<file path="src/rtl/pcgen_pkg.sv">
package pcgen_pkg;

    localparam int DEF_PC_W    = 13;
    localparam int DEF_PHYS_W  = 11;
    localparam int DEF_STK_DEP = 8;
    localparam int RESET_VEC   = 0;
    localparam int IRQ_VEC     = 4;

    typedef enum logic [2:0] {
        OP_HOLD,
        OP_STEP,
        OP_RET,
        OP_JUMP,
        OP_CALL,
        OP_IRQ,
        OP_RESET
    } pc_op_e;

    typedef struct packed {
        pc_op_e op;
        logic   push;
        logic   pop;
    } pc_cmd_t;

    // Fixed priority: reset, interrupt, call, jump, return, step.
    function automatic pc_op_e pick_op(input logic rst, input logic irq,
                                       input logic call, input logic jump,
                                       input logic ret, input logic step);
        pc_op_e r;
        if (rst)       r = OP_RESET;
        else if (irq)  r = OP_IRQ;
        else if (call) r = OP_CALL;
        else if (jump) r = OP_JUMP;
        else if (ret)  r = OP_RET;
        else if (step) r = OP_STEP;
        else           r = OP_HOLD;
        return r;
    endfunction

endpackage

</file>
<file path="src/rtl/pc_cmd_arb.sv">
module pc_cmd_arb
    import pcgen_pkg::*;
(
    input  logic    rst,
    input  logic    irq_take,
    input  logic    step_en,
    input  logic    jump_en,
    input  logic    call_en,
    input  logic    ret_en,
    output pc_cmd_t cmd
);

    always_comb begin
        cmd.op   = pick_op(rst, irq_take, call_en, jump_en, ret_en, step_en);
        cmd.push = (cmd.op == OP_IRQ) || (cmd.op == OP_CALL);
        cmd.pop  = (cmd.op == OP_RET);
    end

endmodule

</file>
<file path="src/rtl/pc_ret_stack.sv">
module pc_ret_stack #(
    parameter int WIDTH = 13,
    parameter int DEPTH = 8
) (
    input  logic             clk,
    input  logic             rst,
    input  logic             push,
    input  logic             pop,
    input  logic [WIDTH-1:0] push_data,
    output logic [WIDTH-1:0] top_data
);

    localparam int PTR_W = (DEPTH > 1) ? $clog2(DEPTH) : 1;

    logic [PTR_W-1:0] wr_ptr;
    logic [PTR_W-1:0] rd_ptr;
    logic [WIDTH-1:0] slot [DEPTH];

    // The most recent entry sits one below the write pointer; the pointer wraps as a ring.
    always_comb begin
        rd_ptr = (wr_ptr == '0) ? PTR_W'(DEPTH - 1) : wr_ptr - 1'b1;
    end

    always_ff @(posedge clk) begin
        if (rst) begin
            wr_ptr <= '0;
        end else if (push) begin
            wr_ptr <= (wr_ptr == PTR_W'(DEPTH - 1)) ? '0 : wr_ptr + 1'b1;
        end else if (pop) begin
            wr_ptr <= rd_ptr;
        end
    end

    for (genvar g = 0; g < DEPTH; g++) begin : g_slot
        always_ff @(posedge clk) begin
            if (rst) begin
                slot[g] <= '0;
            end else if (push && (wr_ptr == PTR_W'(g))) begin
                slot[g] <= push_data;
            end
        end
    end

    assign top_data = slot[rd_ptr];

endmodule

</file>
<file path="src/rtl/pc_next_mux.sv">
module pc_next_mux
    import pcgen_pkg::*;
#(
    parameter int PC_W = 13
) (
    input  pc_cmd_t         cmd,
    input  logic [PC_W-1:0] pc_q,
    input  logic [PC_W-1:0] tgt_addr,
    input  logic [PC_W-1:0] stk_top,
    output logic [PC_W-1:0] pc_d,
    output logic [PC_W-1:0] ret_addr
);

    logic [PC_W-1:0] pc_inc;

    always_comb begin
        pc_inc   = pc_q + 1'b1;
        ret_addr = pc_inc;
        unique case (cmd.op)
            OP_RESET: pc_d = PC_W'(RESET_VEC);
            OP_IRQ:   pc_d = PC_W'(IRQ_VEC);
            OP_CALL,
            OP_JUMP:  pc_d = tgt_addr;
            OP_RET:   pc_d = stk_top;
            OP_STEP:  pc_d = pc_inc;
            default:  pc_d = pc_q;
        endcase
    end

endmodule

</file>
<file path="src/rtl/pc_seq_unit.sv">
module pc_seq_unit
    import pcgen_pkg::*;
#(
    parameter int PC_W    = DEF_PC_W,
    parameter int PHYS_W  = DEF_PHYS_W,
    parameter int STK_DEP = DEF_STK_DEP
) (
    input  logic              clk,
    input  logic              rst,
    input  logic              irq_take,
    input  logic              step_en,
    input  logic              jump_en,
    input  logic              call_en,
    input  logic              ret_en,
    input  logic [PC_W-1:0]   tgt_addr,
    output logic [PHYS_W-1:0] fetch_addr
);

    pc_cmd_t         cmd;
    logic [PC_W-1:0] pc_q;
    logic [PC_W-1:0] pc_d;
    logic [PC_W-1:0] ret_addr;
    logic [PC_W-1:0] stk_top;

    pc_cmd_arb u_arb (
        .rst      (rst),
        .irq_take (irq_take),
        .step_en  (step_en),
        .jump_en  (jump_en),
        .call_en  (call_en),
        .ret_en   (ret_en),
        .cmd      (cmd)
    );

    pc_ret_stack #(
        .WIDTH (PC_W),
        .DEPTH (STK_DEP)
    ) u_stack (
        .clk       (clk),
        .rst       (rst),
        .push      (cmd.push),
        .pop       (cmd.pop),
        .push_data (ret_addr),
        .top_data  (stk_top)
    );

    pc_next_mux #(
        .PC_W (PC_W)
    ) u_mux (
        .cmd      (cmd),
        .pc_q     (pc_q),
        .tgt_addr (tgt_addr),
        .stk_top  (stk_top),
        .pc_d     (pc_d),
        .ret_addr (ret_addr)
    );

    always_ff @(posedge clk) begin
        pc_q <= pc_d;
    end

    // Folding onto the physical memory: keep only the low bits.
    assign fetch_addr = pc_q[PHYS_W-1:0];

endmodule

</file>
<file path="config.mk">
export PLATFORM = sky130hd
export DESIGN_NAME = pc_seq_unit
export DESIGN_NICKNAME = d
export VERILOG_FILES = /design/src/rtl/pcgen_pkg.sv /design/src/rtl/pc_cmd_arb.sv /design/src/rtl/pc_ret_stack.sv /design/src/rtl/pc_next_mux.sv /design/src/rtl/pc_seq_unit.sv
export SDC_FILE = /design/constraint.sdc
export NUM_CORES = 1
export LEC_CHECK = 0
export ABC_CLOCK_PERIOD_IN_PS = 3440
export CAP_MARGIN = 5
export CORE_MARGIN = 4
export CORE_UTILIZATION = 49
export DETAILED_ROUTE_END_ITERATION = 16
export DONT_BUFFER_PORTS = 1
export GPL_ROUTABILITY_DRIVEN = 0
export HOLD_SLACK_MARGIN = 0.15
export SLEW_MARGIN = 20
export SYNTH_ARGS = -nofsm -noshare
export SYNTH_HDL_FRONTEND = slang
export SYNTH_HIERARCHICAL = 1
export SYNTH_SLANG_ARGS = --single-unit
</file>
<file path="constraint.sdc">
create_clock -name clk -period 3.44 [get_ports clk]
set_input_delay 0.172 -clock clk [delete_from_list [all_inputs] [get_ports clk]]
set_output_delay 0.172 -clock clk [all_outputs]
set_load 0.02 [all_outputs]
</file>
==> results of run 1 <==
state kept, by name, indices dropped and copies added (netlist names):
| name | flops |
|---|---|
| u_stack/slot | 88 |
| pc_q | 11 |
| u_stack/wr_ptr | 3 |
per-stage QoR:
stage	hold WS [ps]	cells
finish	170	662
global placement	245	639
CTS	151	662
floorplan	390	540
detailed placement	247	639
global route	175	662
critical path: cells and delay by family, from the launching register on:
kind / cells / cell delay [ps]
flip-flops: 1 / 390
AND/OR/NAND/NOR: 2 / 850
adder cells (fa/ha/maj): 1 / 680
buffers and inverters: 2 / 350
AO/OA/AOI/OAI: 4 / 450
multiplexers: 1 / 170
how the worst max path moves through the flow:
stage                      startpoint      end  cells past startpoint  slack, ps
floorplan           u_stack/wr_ptr[0]  pc_q[6]                     12       1040
global placement    u_stack/wr_ptr[1]  pc_q[7]                     10        550
detailed placement  u_stack/wr_ptr[1]  pc_q[7]                     10        480
CTS                 u_stack/wr_ptr[1]  pc_q[7]                     10        470
global route        u_stack/wr_ptr[1]  pc_q[7]                     10        260
finish              u_stack/wr_ptr[1]  pc_q[9]                     10        440
layout by cell type (no fill, tap or decap), drive strengths merged, types with 7 or more instances in the layout:
| cell | count |
|---|---|
| and2 | 89 |
| edfxtp | 88 |
| mux2 | 44 |
| a21oi | 42 |
| nor2 | 21 |
| inv | 18 |
| a211oi | 16 |
| dfxtp | 14 |
| nand2b | 13 |
| nand2 | 13 |
| nor4 | 13 |
| clkbuf | 13 |
| o21ai | 12 |
| buf | 10 |
| a21o | 8 |
| ha | 8 |
| dlygate4sd3 | 7 |
| xnor2 | 7 |
repair_timing:
action                                  4_1_cts  5_1_grt
hold endpoints to repair                      8        0
hold buffers                                  7        0
endpoints found under the setup margin        0        0
power by group through the flow:
stage	clock (W)	sequential, W	combinational [W]
finish	0.000981	0.00147	0.000515
global placement	0	0.00149	0.000495
detailed placement	0	0.00150	0.000501
floorplan	0	0.00146	0.000400
global route	0.00105	0.00148	0.000552
CTS	0.00100	0.00147	0.000511
routing by layer:
metal,part of all wire,global-route usage
met1,0.45,0.304
met2,0.47,0.339
met3,0.053,0.0418
met4,0.025,0.0842
met5,0,0
area by class of cell:
cell class / count / area (µm²)
Clock buffer: 13 / 270
Clock inverter: 3 / 17.5
Fill cell: 1030 / 5370
Inverter: 18 / 67.6
Multi-Input combinational cell: 366 / 2630
Sequential cell: 102 / 2920
Tap cell: 143 / 179
Timing Repair Buffer: 17 / 158
==> qor.txt, run 1 <==
status: finished clean
fin. max-slew vios: 0
Mapped Cells: 540
first-pass GRT wire length: 23,000 µm
Hold Path Stages: 2
crit-path max FO: 21
H-tree depth: 3
worst skew pair latency: 350 ps
pre-CTS WS: 478 ps
Rel. slew slack: 0.304
period utilization: 0.872
total track usage: 0.219
Num CTS Buffers: 9
Die Footprint: 13,900 µm²
setup TNS: 0 ps
RSZ-0062 raised after global routing: false
placeable core region: 11,600 µm²
mean number of vias per cell: 5.98
Tot Pwr: 0.00297 W
critical path's slowest cell: ha_2
Worst EP arrival: 3280 ps
Comb pwr share: 0.174
Power Dens Cells: 475 nW/µm²
Final HPWL DP: 10,000 µm
CP Capture Type: flip-flop
leakage: 2.30 nW
maxcap violations: 0
syn avg cell area: 11.0 µm²
IO Pins: 31
n_diodes: 0
Slew @ Worst Pin: 1040 ps
critical path, cell by cell: inv_1 > ha_2 > buf_12 > mux2_2 > a21oi_1 > nor4_1 > nor2b_1 > o221ai_1 > o21ai_0 > a2bb2oi_2
Critical Path Max Stage Delay: 680 ps
startpoint types: flip-flop
drt drc: 0
reg2reg start: u_stack/wr_ptr[1]
GRT overflow: 0
Worst-path clk slew: 70 ps
CP Class: reg -> reg
switching part of the total: 0.274
Starting Density: 0.511
CTS max path bufs: 2
Final WS setup: 440 ps
CTS root buf: clkbuf_16
vias in the first global route: 3,913
area of the mapped netlist: 5940 µm²
area of placed instances: 5890 µm²
Clk pwr share: 0.331
Die Wd: 118 µm
CP Data Required Time: 3720 ps
Port Buffer Count: 0
Final setup viols: 0
clock tree sinks: 102
CTS resizes: 0
Ys Warns: 6
largest net degree at the start of global routing: 34
Mapped Nets: 568
Post-CTS Setup Inserts: 0
area grow syn2layout: 5.21%
r2r setup slk: 440 ps
Antenna Nets Post-Route: 0
upper clock frequency limit: 0.333 GHz
Sw Pwr: 0.000814 W
CTS tree: done
Initial DRC Count: 388
vias after detailed routing: 3,961
reg2reg end: pc_q[9]
Int Pwr: 0.00215 W
peak supply drop: 261 µV
Final nets: 542
HP Class: in -> reg
drt total wl: 14,900 µm
Final Cell Area: 6240 µm²
min cycle time layout: 3000 ps
Reg power frac: 0.495
initial antenna violation count: 0
routed len/inst: 22.6 µm
Initial DRT Pass Iterations: 5
share of layout cells above drive strength 1: 0.173
row count: 39
hold endpoint: pc_q[2]
skew final: 11.4 ps
worst r2r path cells: 10
hold path start: call_en
Hold Fails Final Rpt: 0
post-layout util: 0.538
DIE HEIGHT: 118 µm
(Power assumes the default switching activity.)
==> run 2, diff against run 1 <==
--- a/config.mk
+++ b/config.mk
@@ -7,11 +7,11 @@
 export LEC_CHECK = 0
 export ABC_CLOCK_PERIOD_IN_PS = 3440
 export CAP_MARGIN = 5
+export CORE_ASPECT_RATIO = 0.8
 export CORE_MARGIN = 4
-export CORE_UTILIZATION = 49
+export CORE_UTILIZATION = 35
 export DETAILED_ROUTE_END_ITERATION = 16
 export DONT_BUFFER_PORTS = 1
-export GPL_ROUTABILITY_DRIVEN = 0
 export HOLD_SLACK_MARGIN = 0.15
 export SLEW_MARGIN = 20
 export SYNTH_ARGS = -nofsm -noshare
==> run 2 against run 1 <==
Against the previous run:
- non-clock buffer count shrank 5
- first-iteration DRC count shrank 10%
- largest cell class unchanged
- final area grew 1.6%
- global-route usage shrank 6.5 points
- critical path depth is the same
- register-to-register slack lost 220 ps
- combinational power shrank 3%
- clock-buffer cell count grew 2
==> qor.txt, run 2 (synthesis gave the netlist of run 1 again) <==
fillers: 1,650
vias after detailed routing: 3,983
Worst-path clk slew: 70 ps
min cycle time layout: 3220 ps
peak supply drop: 207 µV
worst r2r path cells: 10
pre-CTS WS: 280 ps
r2r setup slk: 220 ps
Most Used Layer, Global Route: met1
maxcap violations: 0
initial antenna violation count: 0
CP Data Required Time: 3680 ps
reg2reg start: u_stack/wr_ptr[0]
Hold Fails Final Rpt: 0
total track usage: 0.154
skew final: 8.04 ps
status: finished clean
CTS root buf: clkbuf_16
setup TNS: 0 ps
row count: 42
GRT overflow: 0
Port Buffer Count: 0
startpoint types: flip-flop
Antenna Nets Post-Route: 0
Num CTS Buffers: 9
met1 usage: 0.229
placeable core region: 16,600 µm²
mean number of vias per cell: 5.42
Final WS setup: 224 ps
Slew @ Worst Pin: 1060 ps
CTS tree: done
RSZ-0062 raised after global routing: false
CTS max path bufs: 2
Die Footprint: 19,100 µm²
Initial DRC Count: 349
leakage: 2.29 nW
first-pass GRT wire length: 22,600 µm
routed len/inst: 20.1 µm
drt drc: 0
area grow syn2layout: 6.91%
Worst setup endpoint: pc_q[9]
worst skew pair latency: 350 ps
RD Place Congestion: 0.873
Rel. slew slack: 0.288
most frequent cells in the layout: and2_1, edfxtp_1, mux2_2, a21oi_1, nor2_1
Crit. Startpoint: u_stack/wr_ptr[0]
Worst EP arrival: 3460 ps
register area: 2920 µm²
clock tree sinks: 102
largest net degree at the start of global routing: 34
DIE HEIGHT: 124 µm
H-tree depth: 3
CP Capture Type: flip-flop
Final Cell Area: 6350 µm²
multi-input logic area: 2630 µm²
vias in the first global route: 3,898
max reg flops: 88
worst hold slack: 158 ps
Final setup viols: 0
Final nets: 537
share of layout cells above drive strength 1: 0.165
GR Util met3: 0.0340
period utilization: 0.935
drt total wl: 14,800 µm
fin. max-slew vios: 0
area of placed instances: 5970 µm²
Die Wd: 154 µm
most common cell after layout, fill and taps aside: and2_1
Final HPWL DP: 10,300 µm
reg2reg end: pc_q[9]
CP Class: reg -> reg
crit-path max FO: 21
met2 Use GR: 0.228
Biggest register: u_stack/slot
Regs by FF count: u_stack/slot (88), pc_q (11), u_stack/wr_ptr (3)
Power Dens Cells: 478 nW/µm²
HP Class: in -> reg
IO Pins: 31
CTS resizes: 0
upper clock frequency limit: 0.311 GHz
Starting Density: 0.357
Initial DRT Pass Iterations: 4
post-layout util: 0.382
## run 2: report_power, final
group	switching (W)	internal (W)	total [W]
registers	0.0000664	0.00141	0.00147
clock network	0.000441	0.000620	0.00106
logic	0.000305	0.000194	0.000499
total	0.000813	0.00222	0.00303
## run 2: how the worst min path moves through the flow
stage                                   end  cells past startpoint   startpoint  slack, ps
final                               pc_q[2]                      3  tgt_addr[2]        160
after global routing                pc_q[2]                      3  tgt_addr[2]        160
after CTS                           pc_q[2]                      3  tgt_addr[2]        150
after detailed placement  u_stack/wr_ptr[1]                      1          rst        250
after global placement    u_stack/wr_ptr[2]                      1          rst        250
after floorplan                     pc_q[2]                      2  tgt_addr[2]        390
## run 2: critical path: stages, from the launching register on
cell	delay, ps
dfxtp_1	590
inv_1	170
ha_2	550
buf_12	220
mux2_2	370
a211oi_1	410
nor4_1	140
nor2b_1	160
o221ai_1	170
o21ai_0	150
a2bb2oi_2	180
## run 2: timing repair
action | in CTS | in global routing
hold endpoints to repair | 7 | 0
buffers inserted | 0 | 0
hold buffers | 6 | 0
endpoints found under the setup margin | 0 | 0
## run 2: area by class of cell
| class | count | area share |
|---|---|---|
| Antenna cell | 1 | 0.000394 |
| Clock buffer | 15 | 0.0489 |
| Clock inverter | 1 | 0.00118 |
| Inverter | 18 | 0.0106 |
| Multi-Input combinational cell | 366 | 0.414 |
| Sequential cell | 102 | 0.461 |
| Tap cell | 220 | 0.0434 |
| Timing Repair Buffer | 12 | 0.0205 |
## run 2: stage by stage
stage          cells  total power, W
3_3_place_gp     712         0.00198
4_1_cts          734         0.00305
3_5_place_dp     712         0.00199
2_1_floorplan    540         0.00186
6_report         735         0.00303
5_1_grt          734         0.00314
## run 2: metal layers
layer	wire length (µm)	vias to the layer above	part of all wire
met4	201	0	0.014
met3	628	15	0.042
met2	6540	81	0.44
met5	0	-	0
li1	-	1895	-
met1	7430	1992	0.50
